**src/rtl/wear_gov_pkg.sv**
```systemverilog
package wear_gov_pkg;

    localparam int NUM_SENS = 3;

    localparam int LANE_STRESS = 0;
    localparam int LANE_TEMP   = 1;
    localparam int LANE_POWER  = 2;

    typedef enum logic [1:0] {
        DEM_LOWER = 2'd0,
        DEM_KEEP  = 2'd1,
        DEM_RAISE = 2'd2,
        DEM_KEEP2 = 2'd3
    } demand_e;

    typedef enum logic [1:0] {
        STEP_NONE = 2'd0,
        STEP_DOWN = 2'd1,
        STEP_UP   = 2'd2
    } step_e;

endpackage

```
**src/rtl/wear_gov_tick.sv**
```systemverilog
module wear_gov_tick #(
    parameter int IVL_W = 24
) (
    input  logic             clk_i,
    input  logic             rst_ni,
    input  logic [IVL_W-1:0] cfg_interval_i,
    output logic             tick_o
);

    typedef struct packed {
        logic [IVL_W-1:0] cnt;
    } tick_state_t;

    tick_state_t st_d, st_q;
    logic        at_end;

    always_comb begin
        st_d   = st_q;
        // Using >= keeps the counter bounded if the interval is shortened mid-count.
        at_end = (st_q.cnt >= cfg_interval_i);
        if (at_end) begin
            st_d.cnt = '0;
        end else begin
            st_d.cnt = st_q.cnt + 1'b1;
        end
    end

    always_ff @(posedge clk_i) begin
        if (!rst_ni) begin
            st_q <= '0;
        end else begin
            st_q <= st_d;
        end
    end

    assign tick_o = at_end;

endmodule

```
**src/rtl/wear_gov_chan.sv**
```systemverilog
module wear_gov_chan #(
    parameter int SENS_W = 10
) (
    input  logic              clk_i,
    input  logic              rst_ni,
    input  logic              tick_i,
    input  logic [SENS_W-1:0] sample_i,
    input  logic [SENS_W-1:0] ceil_i,
    input  logic [SENS_W-1:0] slope_i,
    output logic              val_crit_o,
    output logic              trend_crit_o
);

    typedef struct packed {
        logic [SENS_W-1:0] prev;
        logic              seen;
    } chan_state_t;

    chan_state_t       st_d, st_q;
    logic [SENS_W-1:0] rise;
    logic              rising;

    always_comb begin
        st_d   = st_q;
        rising = (sample_i > st_q.prev);
        rise   = rising ? (sample_i - st_q.prev) : '0;

        val_crit_o   = (sample_i > ceil_i);
        trend_crit_o = st_q.seen && rising && (rise > slope_i);

        if (tick_i) begin
            st_d.prev = sample_i;
            st_d.seen = 1'b1;
        end
    end

    always_ff @(posedge clk_i) begin
        if (!rst_ni) begin
            st_q <= '0;
        end else begin
            st_q <= st_d;
        end
    end

endmodule

```
**src/rtl/wear_gov_decide.sv**
```systemverilog
module wear_gov_decide
    import wear_gov_pkg::*;
#(
    parameter int MAX_LEVEL  = 7,
    parameter int INIT_LEVEL = 7,
    parameter int LVL_W      = 3
) (
    input  logic             clk_i,
    input  logic             rst_ni,
    input  logic             tick_i,
    input  logic             crit_i,
    input  logic [1:0]       demand_i,
    output logic [LVL_W-1:0] level_o,
    output logic             chg_o
);

    localparam logic [LVL_W-1:0] TOP  = LVL_W'(MAX_LEVEL);
    localparam logic [LVL_W-1:0] INIT = LVL_W'(INIT_LEVEL);

    typedef struct packed {
        logic [LVL_W-1:0] level;
        logic             chg;
    } dec_state_t;

    dec_state_t st_d, st_q;
    step_e      step;
    demand_e    dem;

    always_comb begin
        dem  = demand_e'(demand_i);
        step = STEP_NONE;
        if (crit_i) begin
            step = STEP_DOWN;
        end else begin
            unique case (dem)
                DEM_LOWER: step = STEP_DOWN;
                DEM_RAISE: step = STEP_UP;
                default:   step = STEP_NONE;
            endcase
        end
    end

    always_comb begin
        st_d     = st_q;
        st_d.chg = 1'b0;
        if (tick_i) begin
            unique case (step)
                STEP_DOWN: if (st_q.level != '0) st_d.level = st_q.level - 1'b1;
                STEP_UP:   if (st_q.level < TOP) st_d.level = st_q.level + 1'b1;
                default:   st_d.level = st_q.level;
            endcase
            st_d.chg = (st_d.level != st_q.level);
        end
    end

    always_ff @(posedge clk_i) begin
        if (!rst_ni) begin
            st_q.level <= INIT;
            st_q.chg   <= 1'b0;
        end else begin
            st_q <= st_d;
        end
    end

    assign level_o = st_q.level;
    assign chg_o   = st_q.chg;

endmodule

```
**src/rtl/wear_governor.sv**
```systemverilog
module wear_governor
    import wear_gov_pkg::*;
#(
    parameter int IVL_W      = 24,
    parameter int SENS_W     = 10,
    parameter int MAX_LEVEL  = 7,
    parameter int INIT_LEVEL = MAX_LEVEL,
    parameter int LVL_W      = $clog2(MAX_LEVEL + 1)
) (
    input  logic                             clk_i,
    input  logic                             rst_ni,
    input  logic [IVL_W-1:0]                 cfg_interval_i,
    input  logic [NUM_SENS-1:0][SENS_W-1:0]  sens_i,
    input  logic [NUM_SENS-1:0][SENS_W-1:0]  crit_lim_i,
    input  logic [NUM_SENS-1:0][SENS_W-1:0]  slope_lim_i,
    input  logic [1:0]                       demand_i,
    output logic [LVL_W-1:0]                 level_o,
    output logic                             level_chg_o
);

    logic                tick;
    logic [NUM_SENS-1:0] val_crit;
    logic [NUM_SENS-1:0] trend_crit;
    logic                crit_any;

    wear_gov_tick #(
        .IVL_W (IVL_W)
    ) i_tick (
        .clk_i          (clk_i),
        .rst_ni         (rst_ni),
        .cfg_interval_i (cfg_interval_i),
        .tick_o         (tick)
    );

    for (genvar g = 0; g < NUM_SENS; g++) begin : g_lane
        wear_gov_chan #(
            .SENS_W (SENS_W)
        ) i_chan (
            .clk_i        (clk_i),
            .rst_ni       (rst_ni),
            .tick_i       (tick),
            .sample_i     (sens_i[g]),
            .ceil_i       (crit_lim_i[g]),
            .slope_i      (slope_lim_i[g]),
            .val_crit_o   (val_crit[g]),
            .trend_crit_o (trend_crit[g])
        );
    end

    assign crit_any = (|val_crit) | (|trend_crit);

    wear_gov_decide #(
        .MAX_LEVEL  (MAX_LEVEL),
        .INIT_LEVEL (INIT_LEVEL),
        .LVL_W      (LVL_W)
    ) i_decide (
        .clk_i    (clk_i),
        .rst_ni   (rst_ni),
        .tick_i   (tick),
        .crit_i   (crit_any),
        .demand_i (demand_i),
        .level_o  (level_o),
        .chg_o    (level_chg_o)
    );

endmodule

```
**config.mk**
```make
export PLATFORM = sky130hd
export DESIGN_NAME = wear_governor
export DESIGN_NICKNAME = d
export VERILOG_FILES = /design/src/rtl/wear_gov_pkg.sv /design/src/rtl/wear_gov_tick.sv /design/src/rtl/wear_gov_chan.sv /design/src/rtl/wear_gov_decide.sv /design/src/rtl/wear_governor.sv
export SDC_FILE = /design/constraint.sdc
export NUM_CORES = 1
export LEC_CHECK = 0
export BUFFER_PORTS_ARGS = -buffer_cell sky130_fd_sc_hd__buf_2
export CAP_MARGIN = 20
export CELL_PAD_IN_SITES_DETAIL_PLACEMENT = 1
export CELL_PAD_IN_SITES_GLOBAL_PLACEMENT = 1
export CORE_MARGIN = 2
export CORE_UTILIZATION = 43
export CTS_BUF_LIST = sky130_fd_sc_hd__clkbuf_8
export DETAILED_ROUTE_END_ITERATION = 10
export PLACE_DENSITY_LB_ADDON = 0.1
export SLEW_MARGIN = 20
export SYNTH_ARGS = -nofsm -noshare
export SYNTH_HDL_FRONTEND = slang
export SYNTH_HIERARCHICAL = 1
export SYNTH_SLANG_ARGS = --single-unit
export TNS_END_PERCENT = 5
```
**constraint.sdc**
```tcl
create_clock -name clk_i -period 5.48 [get_ports clk_i]
set_input_delay 0.274 -clock clk_i [delete_from_list [all_inputs] [get_ports clk_i]]
set_output_delay 0.274 -clock clk_i [all_outputs]
set_load 0.02 [all_outputs]
```
== Yosys cells after proc, flatten, opt, wreduce, memory -nomap -nowiden ==
Cells that the tools add are included.
Word-level totals
  input port bits: 118
  output and inout port bits: 4
  memory bits (writable): 0
  word-level logic and storage cells: 51
  register bits after elaboration: 59
  memories kept: 0
  ROM bits: 0
  latch bits: 0
Cells by class
  equal/unequal tests: 4
  multiply operators: 0
  divide/modulo/power cells: 0
  shift operators: 0
  bitwise gates (word level): 2
  mux-type cells: 9
  order comparisons: 11
  add/subtract/negate cells: 6
  reduce and logical (&&, ||, !) cells: 12
Operator list (count)
  $gt A10 B10 Y1: 9
  $mux W10: 3
  $sub A10 B10 Y10: 3
  $add A24 B1 Y24 const B: 1
  $ge A24 B24 Y1: 1
  $mux W3: 3
  $logic_and A1 B1 Y1: 6
  $pmux W3 S2: 1
  $reduce_or A3 Y1: 2
  $eq A2 B2 Y1 const B: 2
  $pmux W2 S2: 1
  $add A3 B1 Y3 const B: 1
  $lt A3 B3 Y1 const B: 1
  $ne A3 B3 Y1: 1
  $reduce_bool A3 Y1: 1
  $sub A3 B1 Y3 const B: 1
  $eq A2 B1 Y1 const B: 1
  $logic_not A2 Y1: 1
  $mux W2: 1
  $reduce_and A2 Y1: 1
  $reduce_or A2 Y1: 1
  $not A1 Y1: 1
  $or A1 B1 Y1: 1

== Logic depth before layout (Yosys ltp) ==
Gate-level depths: netlist of run 1.
  word-level depth: 11
  gate-level depth with buffers: 22

== Cells and area by module ==
The synthesis of run 1 kept the hierarchy.
Modules (own cells, without submodules)
  wear_gov_chan (g_lane[0].i_chan ...): cells each 184, area each 1451.4 sq um, times used 2
  wear_gov_tick: cells each 211, area each 1752.9 sq um, times used 1
  wear_gov_chan (g_lane[1].i_chan): cells each 183, area each 1447.6 sq um, times used 1
  wear_gov_decide: cells each 42, area each 340.3 sq um, times used 1
  wear_governor: cells each 3, area each 13.8 sq um, times used 1

== Least setup slack after synthesis of run 1 ==
Ideal clock, no wire load.
  path kind: input to register
  start: in sens_i[10] (netlist name)
  end: reg i_decide.st_q, in the netlist i_decide/level_o[0]
  library setup time: 0.137 ns
  data arrival time: 3.978 ns
  cell stages on the path: 21
  buffers on the path: 1
  setup slack: 1.365 ns
  cell sequence: inv_1 ha_1 inv_1 fa_1 a21oi_2 o211ai_2 a311oi_1 a31o_1 buf_6 nor2_1 ha_1 and3_1 a221o_1 a211oi_1 nor3_1 nor4_1 nand2_1 or2b_2 a32o_1 nand2_1 o2111ai_1
On the way
  word-level cells in the longest chain between the ends: 10
  elaborated cells on any way between the ends: 15
  classes of those cells: add/sub: 1; order compare: 3; eq/ne: 2; mux: 4; bitwise: 1; reduce/logical: 4
RTL lines
  from (decl): RTL line wear_governor.sv:13  | input logic [NUM_SENS-1:0][SENS_W-1:0] sens_i,
  $sub A10 B10 Y10 / $gt A10 B10 Y1 (equally long branches): RTL line wear_gov_chan.sv:26, wear_gov_chan.sv:25
  $mux W10: RTL line wear_gov_chan.sv:26  | rise = rising ? (sample_i - st_q.prev) : '0;
  $gt A10 B10 Y1: RTL line wear_gov_chan.sv:29  | trend_crit_o = st_q.seen && rising && (rise > slope_i);
  $logic_and A1 B1 Y1 (*): RTL line wear_gov_chan.sv:29
  via trend_crit[1]: RTL line wear_governor.sv:23  | logic [NUM_SENS-1:0] trend_crit;
  $reduce_or A3 Y1 (*): RTL line wear_governor.sv:50  | assign crit_any = (|val_crit) | (|trend_crit);
  $or A1 B1 Y1 (*): RTL line wear_governor.sv:50
  via crit_any: RTL line wear_governor.sv:24  | logic crit_any;
  $mux W2 (*): RTL line wear_gov_decide.sv:32  | if (crit_i) begin
  $eq A2 B2 Y1 / $eq A2 B1 Y1 (equally long branches): RTL line wear_gov_decide.sv:47  | unique case (step)
  $pmux W3 S2 (*): RTL line wear_gov_decide.sv:47
  $mux W3 (*): RTL line wear_gov_decide.sv:46  | if (tick_i) begin
  to (signal assigned): RTL line wear_gov_decide.sv:61  | st_q <= st_d;
  to (decl): RTL line wear_gov_decide.sv:25  | dec_state_t st_d, st_q;
The timed path passes the listed nets; every way through them passes the cells marked *. The select of a mux whose other input is x is not followed.
A chain may end at the register's enable or synchronous reset.

== Worst setup path after layout of run 1 ==
  start: reg g_lane[1].i_chan/st_q[1] (netlist name)
  end: reg i_decide.st_q, in the netlist i_decide/level_o[1]
On the way
  word-level cells in the longest chain between the ends: 10
  elaborated cells on any way between the ends: 13
  classes of those cells: add/sub: 1; order compare: 2; eq/ne: 2; mux: 4; bitwise: 1; reduce/logical: 3
RTL lines
  from (decl): RTL line wear_gov_chan.sv:19  | chan_state_t st_d, st_q;
  from (signal assigned): RTL line wear_gov_chan.sv:41  | st_q <= st_d;
  $sub A10 B10 Y10 / $gt A10 B10 Y1 (equally long branches): RTL line wear_gov_chan.sv:26, wear_gov_chan.sv:25
  $mux W10: RTL line wear_gov_chan.sv:26
  $gt A10 B10 Y1: RTL line wear_gov_chan.sv:29
  $logic_and A1 B1 Y1 (*): RTL line wear_gov_chan.sv:29
  via trend_crit[1]: RTL line wear_governor.sv:23
  $reduce_or A3 Y1 (*): RTL line wear_governor.sv:50
  $or A1 B1 Y1 (*): RTL line wear_governor.sv:50
  via crit_any: RTL line wear_governor.sv:24
  $mux W2 (*): RTL line wear_gov_decide.sv:32
  $eq A2 B2 Y1 / $eq A2 B1 Y1 (equally long branches): RTL line wear_gov_decide.sv:47
  $pmux W3 S2 (*): RTL line wear_gov_decide.sv:47
  $mux W3 (*): RTL line wear_gov_decide.sv:46
Marked as above.

==> results.md, run 1 <==
- Status: finished, final reports clean
- Final clock skew: 0.01233 ns
- Worst EP required: 5.69 ns
- MaxCap Viol Count: 0
- Largest net degree at the start of global routing: 41
- Starting density of the core: 44.26%
- Critical-path top delay cell: fa_1
- Residual DRC count: 0
- CP delay by family, top: compound AO/OA/AOI/OAI gates
- Critical Path AT: 4.98 ns
- Avg Cell Area, Syn: 8.002 µm²
- Async S/R FF share, synth: 0%
- CTS max path bufs: 2
- Cell leakage power: 0.003346 µW
- CTS H-Tree Depth: 3
- Top cells by area, synth: ha_1 (23%), dfxtp_1 (19%), inv_1 (7.4%)
- Storage element area: 1221 µm²
- PortBufs: 121
- Routed WL: 17.67 mm
- Synthesized flop and latch total: 61
- Dpl ws: 0.5973 ns
- PwrDens: 156.6 nW/µm²
- Synth top area share: 22.86%
- Worst Path Buf+Inv: 1
- Maximum vdd drop: 0.0001139 V
- Die height: 126.5 µm
- Tmin final: 4.764 ns
- Post-CTS Resized: 0
- Max Transition Viols Final: 0
- Fmax: 209.9 MHz
- Worst-path cell chain: ha_1, inv_1, fa_1, a21oi_2, o211ai_2, a311oi_1, a31o_1, nor2_1, ha_1, and3_1, a221o_1, a211oi_1, nor3_1, nor4_1, nand2_1, nand2b_1, nor4_1, a21boi_0, a311oi_1
- Antenna-violating nets left: 0
- Iter 0 DRT Violations: 140
- Synth Cell Area: 6457 µm²
- Synth cell types: 56
- Setup TNS: 0 ns
- Vias/cell: 5.445
- Ports: 122
- Final hold violations: 0
- Hold buffer count at CTS: 0
- Initial antenna violation count: 0
- Total gr overflow: 0
- Syn-to-layout area delta: 13.64%
- DR pass1 iterations: 4
- Unrepaired setup endpoints after global routing: no
- Multi-input gate area: 4612 µm²
- Seq/Total Area, Yosys: 18.91%
- Share of cells above drive strength 1: 18.27%
- Antenna diode count: 0
- Die area: 16,010 µm²
- Nets: 1,159
- Routed len/inst: 15.94 µm
- # setup viols final: 0
- Routed via count: 6,038
- Chip Width: 126.5 µm
- Synthesis Warnings: 6
- Final instance count without filler cells: 1,109
- Clock root cell: clkbuf_8
- Clock slew at reported path FFs: 0.07 ns
- Clock tree sinks: 61
- Hold Crit Class: in2reg
- Placed Instances: 1,093
- Cell accounting for the most synthesized area: ha_1
- Post-CTS Setup Inserts: 0
- Number of synthesized flops with an enable pin: 0
- Gr usage total: 22.81%
- Vias in the first global route: 6,610
- Slew margin rel.: 46.99%
- Setup ws final: 0.7155 ns
- Element type at the critical path end: register
- CTS tree: built
- CTS Buf Count: 9
- Placer congestion estimate: 0.8637
- Worst Tran Pin Value: 0.7943 ns
- # rows: 44
- CP max FO: 10
- Latest clock arrival within the worst-skew pair: 0.37 ns
- Core area: 14,590 µm²
- Post-DP HPWL: 14.24 mm
- Crit path launch type: register
- Critical path's largest stage delay: 0.43 ns
- First-pass GRT wire length: 30.42 mm
- CP Class: reg2reg
- Cells after Synth: 807
- # fillers: 1,842
- Syn_nets: 1,046
- Tcrit/Tclk final: 86.94%
- Main flop type after synthesis: dfxtp_1
## where the power goes
group          switching [µW]  internal [µW]  leakage, µW
clock network             204            174    0.0000857
logic                     178            145      0.00277
registers                2.34            445     0.000492
total                     385            764      0.00335
## cell usage in the layout, fill, tap and decap left out, types with 10 or more instances in the layout
master / netlist / layout
a211oi_1: 11 / 11
a21o_1: 11 / 11
a21oi_1: 45 / 45
and3_1: 10 / 10
buf_2: 5 / 121
clkbuf_8: 0 / 10
dfxtp_1: 61 / 61
ha_1: 118 / 118
inv_1: 127 / 128
mux2i_1: 31 / 31
nand2_1: 39 / 39
nand3_1: 30 / 30
nor2_1: 43 / 43
nor2b_1: 33 / 33
nor3_1: 24 / 24
nor4_1: 25 / 25
o21a_1: 14 / 14
o21ai_0: 31 / 31
xnor2_1: 28 / 28
## metrics by stage
step	util [%]	instance area (µm²)	hold WS, ns	total power, µW
6_report	50.30	7338	0.1928	1149
4_1_cts	50.30	7338	0.1799	1167
3_5_place_dp	49.08	7161	0.4667	779.4
5_1_grt	50.30	7338	0.2139	1232
2_1_floorplan	-	6457	0.3540	668.6
3_3_place_gp	49.08	7161	0.4634	760.3
## sequential cells by signal, indices dropped and copies added, names as in the netlist
name,cells
g_lane.i_chan/st_q,33
i_tick/st_q,24
i_decide/chg_o,1
i_decide/level_o,3
## cell type report
type | instances | area share [%]
well taps | 184 | 3.137
inverters | 127 | 6.496
flip-flops and latches | 61 | 16.64
clock buffers | 10 | 1.876
clock inverters | 6 | 0.5456
repair buffers | 123 | 8.457
multi-input cells | 598 | 62.85
## final timing paths
path | from | end | slack, ns | cells past startpoint
hold / removal | sens_i[20] | g_lane[2].i_chan/st_q[1] | 0.19 | 3
setup / recovery | g_lane[1].i_chan/st_q[1] | i_decide/level_o[1] | 0.72 | 19
setup reg to reg | g_lane[1].i_chan/st_q[1] | i_decide/level_o[1] | 0.72 | 19
hold reg to reg | g_lane[0].i_chan/st_q[0] | g_lane[0].i_chan/st_q[0] | 0.48 | 1
## routing by layer
layer	vias up	track usage [%]	part of all wire, %
li1	3075	-	-
met1	2841	27.36	46
met2	98	41.43	49
met3	24	4.724	3.8
met4	0	5.688	1.6
met5	-	0	0
## Yosys cell counts (24+ instances only)
library cell    n
a21oi_1        45
dfxtp_1        61
ha_1          118
inv_1         127
mux2i_1        31
nand2_1        39
nand3_1        30
nor2_1         43
nor2b_1        33
nor3_1         24
nor4_1         25
o21ai_0        31
xnor2_1        28
## worst reg2reg max path: stages, from the launching register on
cell      delay, ns
dfxtp_1        0.34
ha_1           0.16
inv_1          0.06
fa_1           0.43
a21oi_2        0.20
o211ai_2       0.13
a311oi_1       0.34
a31o_1         0.36
nor2_1         0.12
ha_1           0.30
and3_1         0.20
a221o_1        0.35
a211oi_1       0.26
nor3_1         0.12
nor4_1         0.29
nand2_1        0.15
nand2b_1       0.21
nor4_1         0.30
a21boi_0       0.23
a311oi_1       0.06
## logic make-up (layout without fill, tap and decap cells)
family          Yosys count  count (layout)  synth area share, %
simple gates            250             250                21.35
compound gates          162             162                16.86
fa+ha+maj               121             121                23.79
buf+inv                 148             266                9.669
xor+xnor                 34              34                4.612
flops                    61              61                18.91
mux                      31              31                4.805
No activity file was read; power rests on OpenSTA's default activity.
==> run 2: changes to the inputs <==
--- a/config.mk
+++ b/config.mk
@@ -15,4 +15,5 @@
 export DETAILED_ROUTE_END_ITERATION = 10
 export PLACE_DENSITY_LB_ADDON = 0.1
+export RECOVER_POWER = 50
 export SLEW_MARGIN = 20
 export SYNTH_ARGS = -nofsm -noshare
@@ -20,3 +21,3 @@
 export SYNTH_HIERARCHICAL = 1
 export SYNTH_SLANG_ARGS = --single-unit
-export TNS_END_PERCENT = 5
+export TNS_END_PERCENT = 30
==> constraint.sdc (replaced) <==
create_clock -name clk_i -period 5.48 [get_ports clk_i]
set_input_delay 0.548 -clock clk_i [delete_from_list [all_inputs] [get_ports clk_i]]
set_output_delay 0.548 -clock clk_i [all_outputs]
set_load 0.02 [all_outputs]
==> run 2 against run 1 <==
The run now ends with max-capacitance violations, max-slew violations left. Wire length up 1.2%. Utilization up 0.086 points. Combinational power about the same. Sequential cell count unchanged. Count of clock-buffer cells in the layout unchanged. Setup slack worse by 0.28 ns. Critical endpoint unchanged. Highest routed layer unchanged.
==> results.md, run 2 (synthesized netlist as in run 1, its figures left out) <==
- Routed via count: 6,114 (+1.3%)
- CTS max path bufs: 2 (unchanged)
- CTS Buf Count: 9 (unchanged)
- Leading cell type in the layout, fill and taps excluded: inv_1
- Clock root cell: clkbuf_8
- Antenna diode count: 0 (unchanged)
- Routed len/inst: 16.13 µm (+1.2%)
- CTS H-Tree Depth: 3 (unchanged)
- Iter 0 DRT Violations: 164 (+17%)
- # setup viols final: 0 (unchanged)
- Vias/cell: 5.513 (+1.3%)
- Antenna-violating nets left: 0 (unchanged)
- Vias in the first global route: 6,637 (+0.41%)
- Failing checks: max-capacitance violations, max-slew violations
- Crit path launch type: register
- PortBufs: 121 (unchanged)
- Final hold violations: 0 (unchanged)
- Depth of the most critical reg-to-reg path: 11 (-8)
- Hold buffer count at CTS: 0 (unchanged)
- Post-CTS Resized: 0 (unchanged)
- Worst R2R End: i_decide/level_o[1]
- Initial antenna violation count: 0 (unchanged)
- Element type at the critical path end: register
- Ports: 122 (unchanged)
- Hold WS: 0.4695 ns (+0.2767 ns)
- Worst Tran Pin Value: 2.295 ns (+1.500 ns)
- Clock slew at reported path FFs: 0.08 ns (about the same)
- Syn-to-layout area delta: 13.83%
- Post-DP HPWL: 14.41 mm (+1.1%)
- CP Class: reg2reg
- Residual DRC count: 0 (unchanged)
- Tmin final: 5.048 ns (+0.2834 ns)
- Final clock skew: 0.01861 ns (+0.006286 ns)
- Cell leakage power: 0.003340 µW (-0.20%)
- Critical Path AT: 5.24 ns (+0.26 ns)
- Post-CTS Setup Inserts: 0 (unchanged)
- Tcrit/Tclk final: 92.11% (+5.2 points)
- Unrepaired setup endpoints after global routing: no
- CP max FO: 26 (+16)
- Nets: 1,159 (unchanged)
- Worst setup path startpoint: i_tick/st_q[0]
- Max Transition Viols Final: 27 (+27)
- Worst EP required: 5.67 ns (-0.02 ns)
- PwrDens: 162.6 nW/µm² (+3.8%)
- Starting density of the core: 44.26% (unchanged)
- Die height: 126.5 µm (unchanged)
- Most frequent cells in the layout: inv_1 (128), ha_1 (118), buf_2 (117)
- Status: complete, but fails checks
- Setup TNS: 0 ns (unchanged)
- Crit Reg-Reg Startpoint: i_tick/st_q[0]
- Die area: 16,010 µm² (unchanged)
- # fillers: 1,834 (-0.43%)
- First-pass GRT wire length: 30.32 mm (-0.32%)
- Final Util: 50.39% (+0.086 points)
- Clock tree sinks: 61 (unchanged)
- Core area: 14,590 µm² (unchanged)
- Placer congestion estimate: 0.8633 (about the same)
- Crit path capture: i_decide/level_o[1]
- Dpl ws: 0.3012 ns (-0.2961 ns)
- Slew margin rel.: -52.98% (-100 points)
- Share of cells above drive strength 1: 17.51% (-0.76 points)
- Total gr overflow: 0 (unchanged)
- Latest clock arrival within the worst-skew pair: 0.36 ns (about the same)
- # rows: 44 (unchanged)
- CTS tree: built
- Chip Width: 126.5 µm (unchanged)
- DR pass1 iterations: 4 (unchanged)
- Routed WL: 17.89 mm (+1.2%)
- Maximum vdd drop: 0.0001162 V (+2.0%)
- Largest net degree at the start of global routing: 41 (unchanged)
- Setup ws final: 0.4321 ns (-0.2834 ns)
- Reg2reg setup slack: 0.43 ns (-0.28 ns)
- MaxCap Viol Count: 1 (+1)
- Max reg flops: 33 (unchanged)
- Gr usage total: 22.70% (-0.11 points)
- Hold Crit Class: in2reg
- Largest register by flop count: g_lane.i_chan/st_q
- Fmax: 198.1 MHz (-5.6%)
## run 2: cell types whose count changed in the layout (fill, tap and decap cells not counted), sizes merged
cell and change:
buf -4, bufinv +1, clkbuf +4, clkinv -2, clkinvlp +1
## run 2: power breakdown
part	total [µW]	internal, µW	switching (µW)
registers	447	445	2.35
logic	323	144	179
clock network	425	221	204
total	1200	810	385
## run 2: layout make-up
type	count	area, µm²	area share, %
clock buffers	10	137.6	1.872
clock inverters	6	63.81	0.8681
inverters	127	476.7	6.485
multi-input cells	598	4606	62.66
flip-flops and latches	61	1221	16.61
well taps	184	230.2	3.132
repair buffers	123	615.6	8.374
## run 2: metrics by stage
step                power, µW  area, µm²  cells
floorplan               668.6       6457    807
global placement        760.4       7161   1093
detailed placement      780.0       7161   1093
CTS                      1212       7362   1109
global route             1274       7351   1109
finish                   1195       7351   1109
## run 2: worst min path at each step
stage	startpoint	to	slack, ns	cells past startpoint
after detailed placement	g_lane[0].i_chan/st_q[0]	g_lane[0].i_chan/st_q[0]	0.47	1
final	sens_i[20]	g_lane[2].i_chan/st_q[1]	0.47	3
after CTS	sens_i[0]	g_lane[0].i_chan/st_q[1]	0.45	3
after floorplan	g_lane[1].i_chan/st_q[0]	g_lane[1].i_chan/st_q[0]	0.43	1
after global routing	sens_i[0]	g_lane[0].i_chan/st_q[1]	0.49	3
after global placement	g_lane[2].i_chan/st_q[0]	g_lane[2].i_chan/st_q[0]	0.46	1
## run 2: critical path: stages (launching register included)
cell,delay [ns]
dfxtp_1,0.41
inv_1,0.07
ha_1,0.26
nand2b_1,0.10
a2111oi_0,0.09
o31ai_1,0.36
a31o_1,0.87
or2_0,1.75
nand2_1,0.27
nor4_1,0.34
a21boi_0,0.27
a311oi_1,0.08
## run 2: layer usage
metal | track usage, % | share of wire, %
met1 | 27.33 | 45
met2 | 41.55 | 50
met3 | 3.248 | 3.3
met4 | 6.981 | 1.5
met5 | 0 | 0
==> run 3: changes to the inputs <==
--- a/config.mk
+++ b/config.mk
@@ -10,5 +10,4 @@
 export CELL_PAD_IN_SITES_DETAIL_PLACEMENT = 1
 export CELL_PAD_IN_SITES_GLOBAL_PLACEMENT = 1
-export CORE_MARGIN = 2
 export CORE_UTILIZATION = 43
 export CTS_BUF_LIST = sky130_fd_sc_hd__clkbuf_8
==> constraint.sdc (replaced) <==
create_clock -name clk_i -period 5.48 [get_ports clk_i]
set_input_delay 0.548 -clock clk_i [delete_from_list [all_inputs] [get_ports clk_i]]
set_output_delay 0.548 -clock clk_i [all_outputs]
set_load 0.005 [all_outputs]
==> run 3 against run 2 <==
The flow now finishes without violations. Largest power group is now clock. Combinational power about the same. Largest cell class unchanged. Critical endpoint is now i_decide/level_o[0]. Global-route usage increased by 0.85 points. Sequential share of layout area decreased by 0.070 points.
==> results.md, run 3 (synthesized netlist as in run 1, its figures left out) <==
- Vias in the first global route: 6,509 (-1.9%)
- Unrepaired setup endpoints after global routing: no
- Worst Tran Pin Value: 0.9836 ns (-1.311 ns)
- Element type at the critical path end: register
- Chip Width: 124.5 µm (-1.6%)
- Crit path capture: i_decide/level_o[0]
- CTS tree: built
- Hold Crit Class: in2reg
- Ports: 122 (unchanged)
- Max Transition Viols Final: 0 (-100%)
- Gr usage total: 23.55% (+0.85 points)
- Final clock skew: 0.01913 ns (+0.0005233 ns)
- Final instance count without filler cells: 1,109 (unchanged)
- Antenna-violating nets left: 0 (unchanged)
- Leading cell type in the layout, fill and taps excluded: inv_1
- Post-DP HPWL: 14.20 mm (-1.4%)
- Depth of the most critical reg-to-reg path: 19 (+8)
- Post-CTS Resized: 0 (unchanged)
- Tcrit/Tclk final: 86.60% (-5.5 points)
- Starting density of the core: 44.26% (unchanged)
- Routed len/inst: 15.78 µm (-2.2%)
- CTS Buf Count: 9 (unchanged)
- Clock slew at reported path FFs: 0.09 ns (about the same)
- Hold WS: 0.4559 ns (-0.01360 ns)
- Worst setup path startpoint: g_lane[1].i_chan/st_q[1]
- Latest clock arrival within the worst-skew pair: 0.38 ns (+0.02 ns)
- Vias/cell: 5.508 (about the same)
- First-pass GRT wire length: 29.98 mm (-1.1%)
- CP Class: reg2reg
- Largest net degree at the start of global routing: 41 (unchanged)
- Most frequent cells in the layout: inv_1 (127), ha_1 (118), buf_2 (117)
- PortBufs: 121 (unchanged)
- MaxCap Viol Count: 0 (-1)
- Core area: 14,590 µm² (unchanged)
- Setup TNS: 0 ns (unchanged)
- Nets: 1,159 (unchanged)
- Clock root cell: clkbuf_8
- Crit path launch type: register
- Iter 0 DRT Violations: 239 (+46%)
- Residual DRC count: 0 (unchanged)
- Status: finished, final reports clean
- Die height: 124.5 µm (-1.6%)
- Setup ws final: 0.7341 ns (+0.3020 ns)
- Cell leakage power: 0.003374 µW (+1.0%)
- CP max FO: 10 (-62%)
- DR pass1 iterations: 4 (unchanged)
- Hold buffer count at CTS: 0 (unchanged)
- Placed Instances: 1,093 (unchanged)
- Tmin final: 4.746 ns (-0.3020 ns)
- Final hold violations: 0 (unchanged)
- CTS max path bufs: 2 (unchanged)
- Routed via count: 6,108 (-0.098%)
- Syn-to-layout area delta: 14.32%
- Total chip power: 1290 µW (+8.0%)
- # setup viols final: 0 (unchanged)
- Maximum vdd drop: 0.0001470 V (+27%)
- Share of cells above drive strength 1: 17.51% (unchanged)
- Placer congestion estimate: 0.8293 (-3.9%)
- Largest register by flop count: g_lane.i_chan/st_q
- Dpl ws: 0.2861 ns (-0.01510 ns)
- Fmax: 210.7 MHz (+6.4%)
- Slew margin rel.: 34.42% (+87 points)
- Antenna diode count: 0 (unchanged)
- Reg2reg setup slack: 0.73 ns (+0.30 ns)
- Total gr overflow: 0 (unchanged)
- Routed WL: 17.50 mm (-2.2%)
- Crit Reg-Reg Startpoint: g_lane[1].i_chan/st_q[1]
- CTS H-Tree Depth: 3 (unchanged)
- Critical Path AT: 4.97 ns (-0.27 ns)
- Worst EP required: 5.70 ns (+0.03 ns)
- Initial antenna violation count: 0 (unchanged)
- # rows: 44 (unchanged)
- Worst R2R End: i_decide/level_o[0]
- PwrDens: 174.8 nW/µm² (+7.5%)
- Post-CTS Setup Inserts: 0 (unchanged)
- Max reg flops: 33 (unchanged)
- Die area: 15,510 µm² (-3.1%)
- Clock tree sinks: 61 (unchanged)
run 3: cell count changes in the layout (fill, tap and decap cells not counted):
cell,delta
clkinv_4,+1
inv_1,-1
nor4_1,+2
clkinv_2,+1
nor4_2,-2
clkbuf_8,-1
bufinv_16,+2
inv_6,+2
clkinvlp_4,-4
or2_0,-1
or2_2,+1
run 3: how the worst min path moves through the flow:
stage | start | endpoint | slack [ns] | depth (start not counted)
5_1_grt | sens_i[20] | g_lane[2].i_chan/st_q[1] | 0.46 | 3
2_1_floorplan | g_lane[1].i_chan/st_q[0] | g_lane[1].i_chan/st_q[0] | 0.43 | 1
3_3_place_gp | g_lane[0].i_chan/st_q[0] | g_lane[0].i_chan/st_q[0] | 0.45 | 1
4_1_cts | sens_i[20] | g_lane[2].i_chan/st_q[1] | 0.44 | 3
3_5_place_dp | g_lane[0].i_chan/st_q[0] | g_lane[0].i_chan/st_q[0] | 0.45 | 1
6_report | sens_i[20] | g_lane[2].i_chan/st_q[1] | 0.46 | 3
run 3: per-layer routing:
layer / track usage, % / routed length, µm / vias up / share of wire [%]
li1: - / - / 3065 / -
met1: 28.16 / 7827 / 2904 / 45
met2: 42.80 / 8763 / 120 / 50
met3: 4.424 / 715 / 19 / 4.1
met4: 5.953 / 198 / 0 / 1.1
met5: 0 / 0 / - / 0
run 3: area by class of cell:
class / instances / area [µm²]
Tap cell: 184 / 230.2
Fill cell: 1855 / 7207
Multi-Input combinational cell: 598 / 4593
Sequential cell: 61 / 1221
Inverter: 127 / 476.7
Clock inverter: 7 / 121.4
Timing Repair Buffer: 123 / 615.6
Clock buffer: 9 / 123.9
run 3: critical path, cell delays in order, from the launching register on:
cell	delay [ns]
dfxtp_1	0.35
ha_1	0.16
inv_1	0.06
fa_1	0.43
a21oi_2	0.21
o211ai_2	0.13
a311oi_1	0.37
a31o_1	0.36
nor2_1	0.09
ha_1	0.30
and3_1	0.20
a221o_1	0.35
a211oi_1	0.24
nor3_1	0.11
nor4_1	0.31
nand2_1	0.15
or2b_2	0.34
a32o_1	0.27
nand2_1	0.06
o2111ai_1	0.10
run 3: stage by stage:
step           instance area (µm²)  utilization [%]
2_1_floorplan                 6457                -
6_report                      7382            50.60
3_3_place_gp                  7161            49.08
4_1_cts                       7406            50.76
3_5_place_dp                  7161            49.08
5_1_grt                       7382            50.60
run 3: where the power goes:
group	total, µW	switching (µW)	internal, µW	leakage, µW
Sequential	447	2.31	445	0.000492
Clock	521	216	305	0.000124
Combinational	322	177	144	0.00276
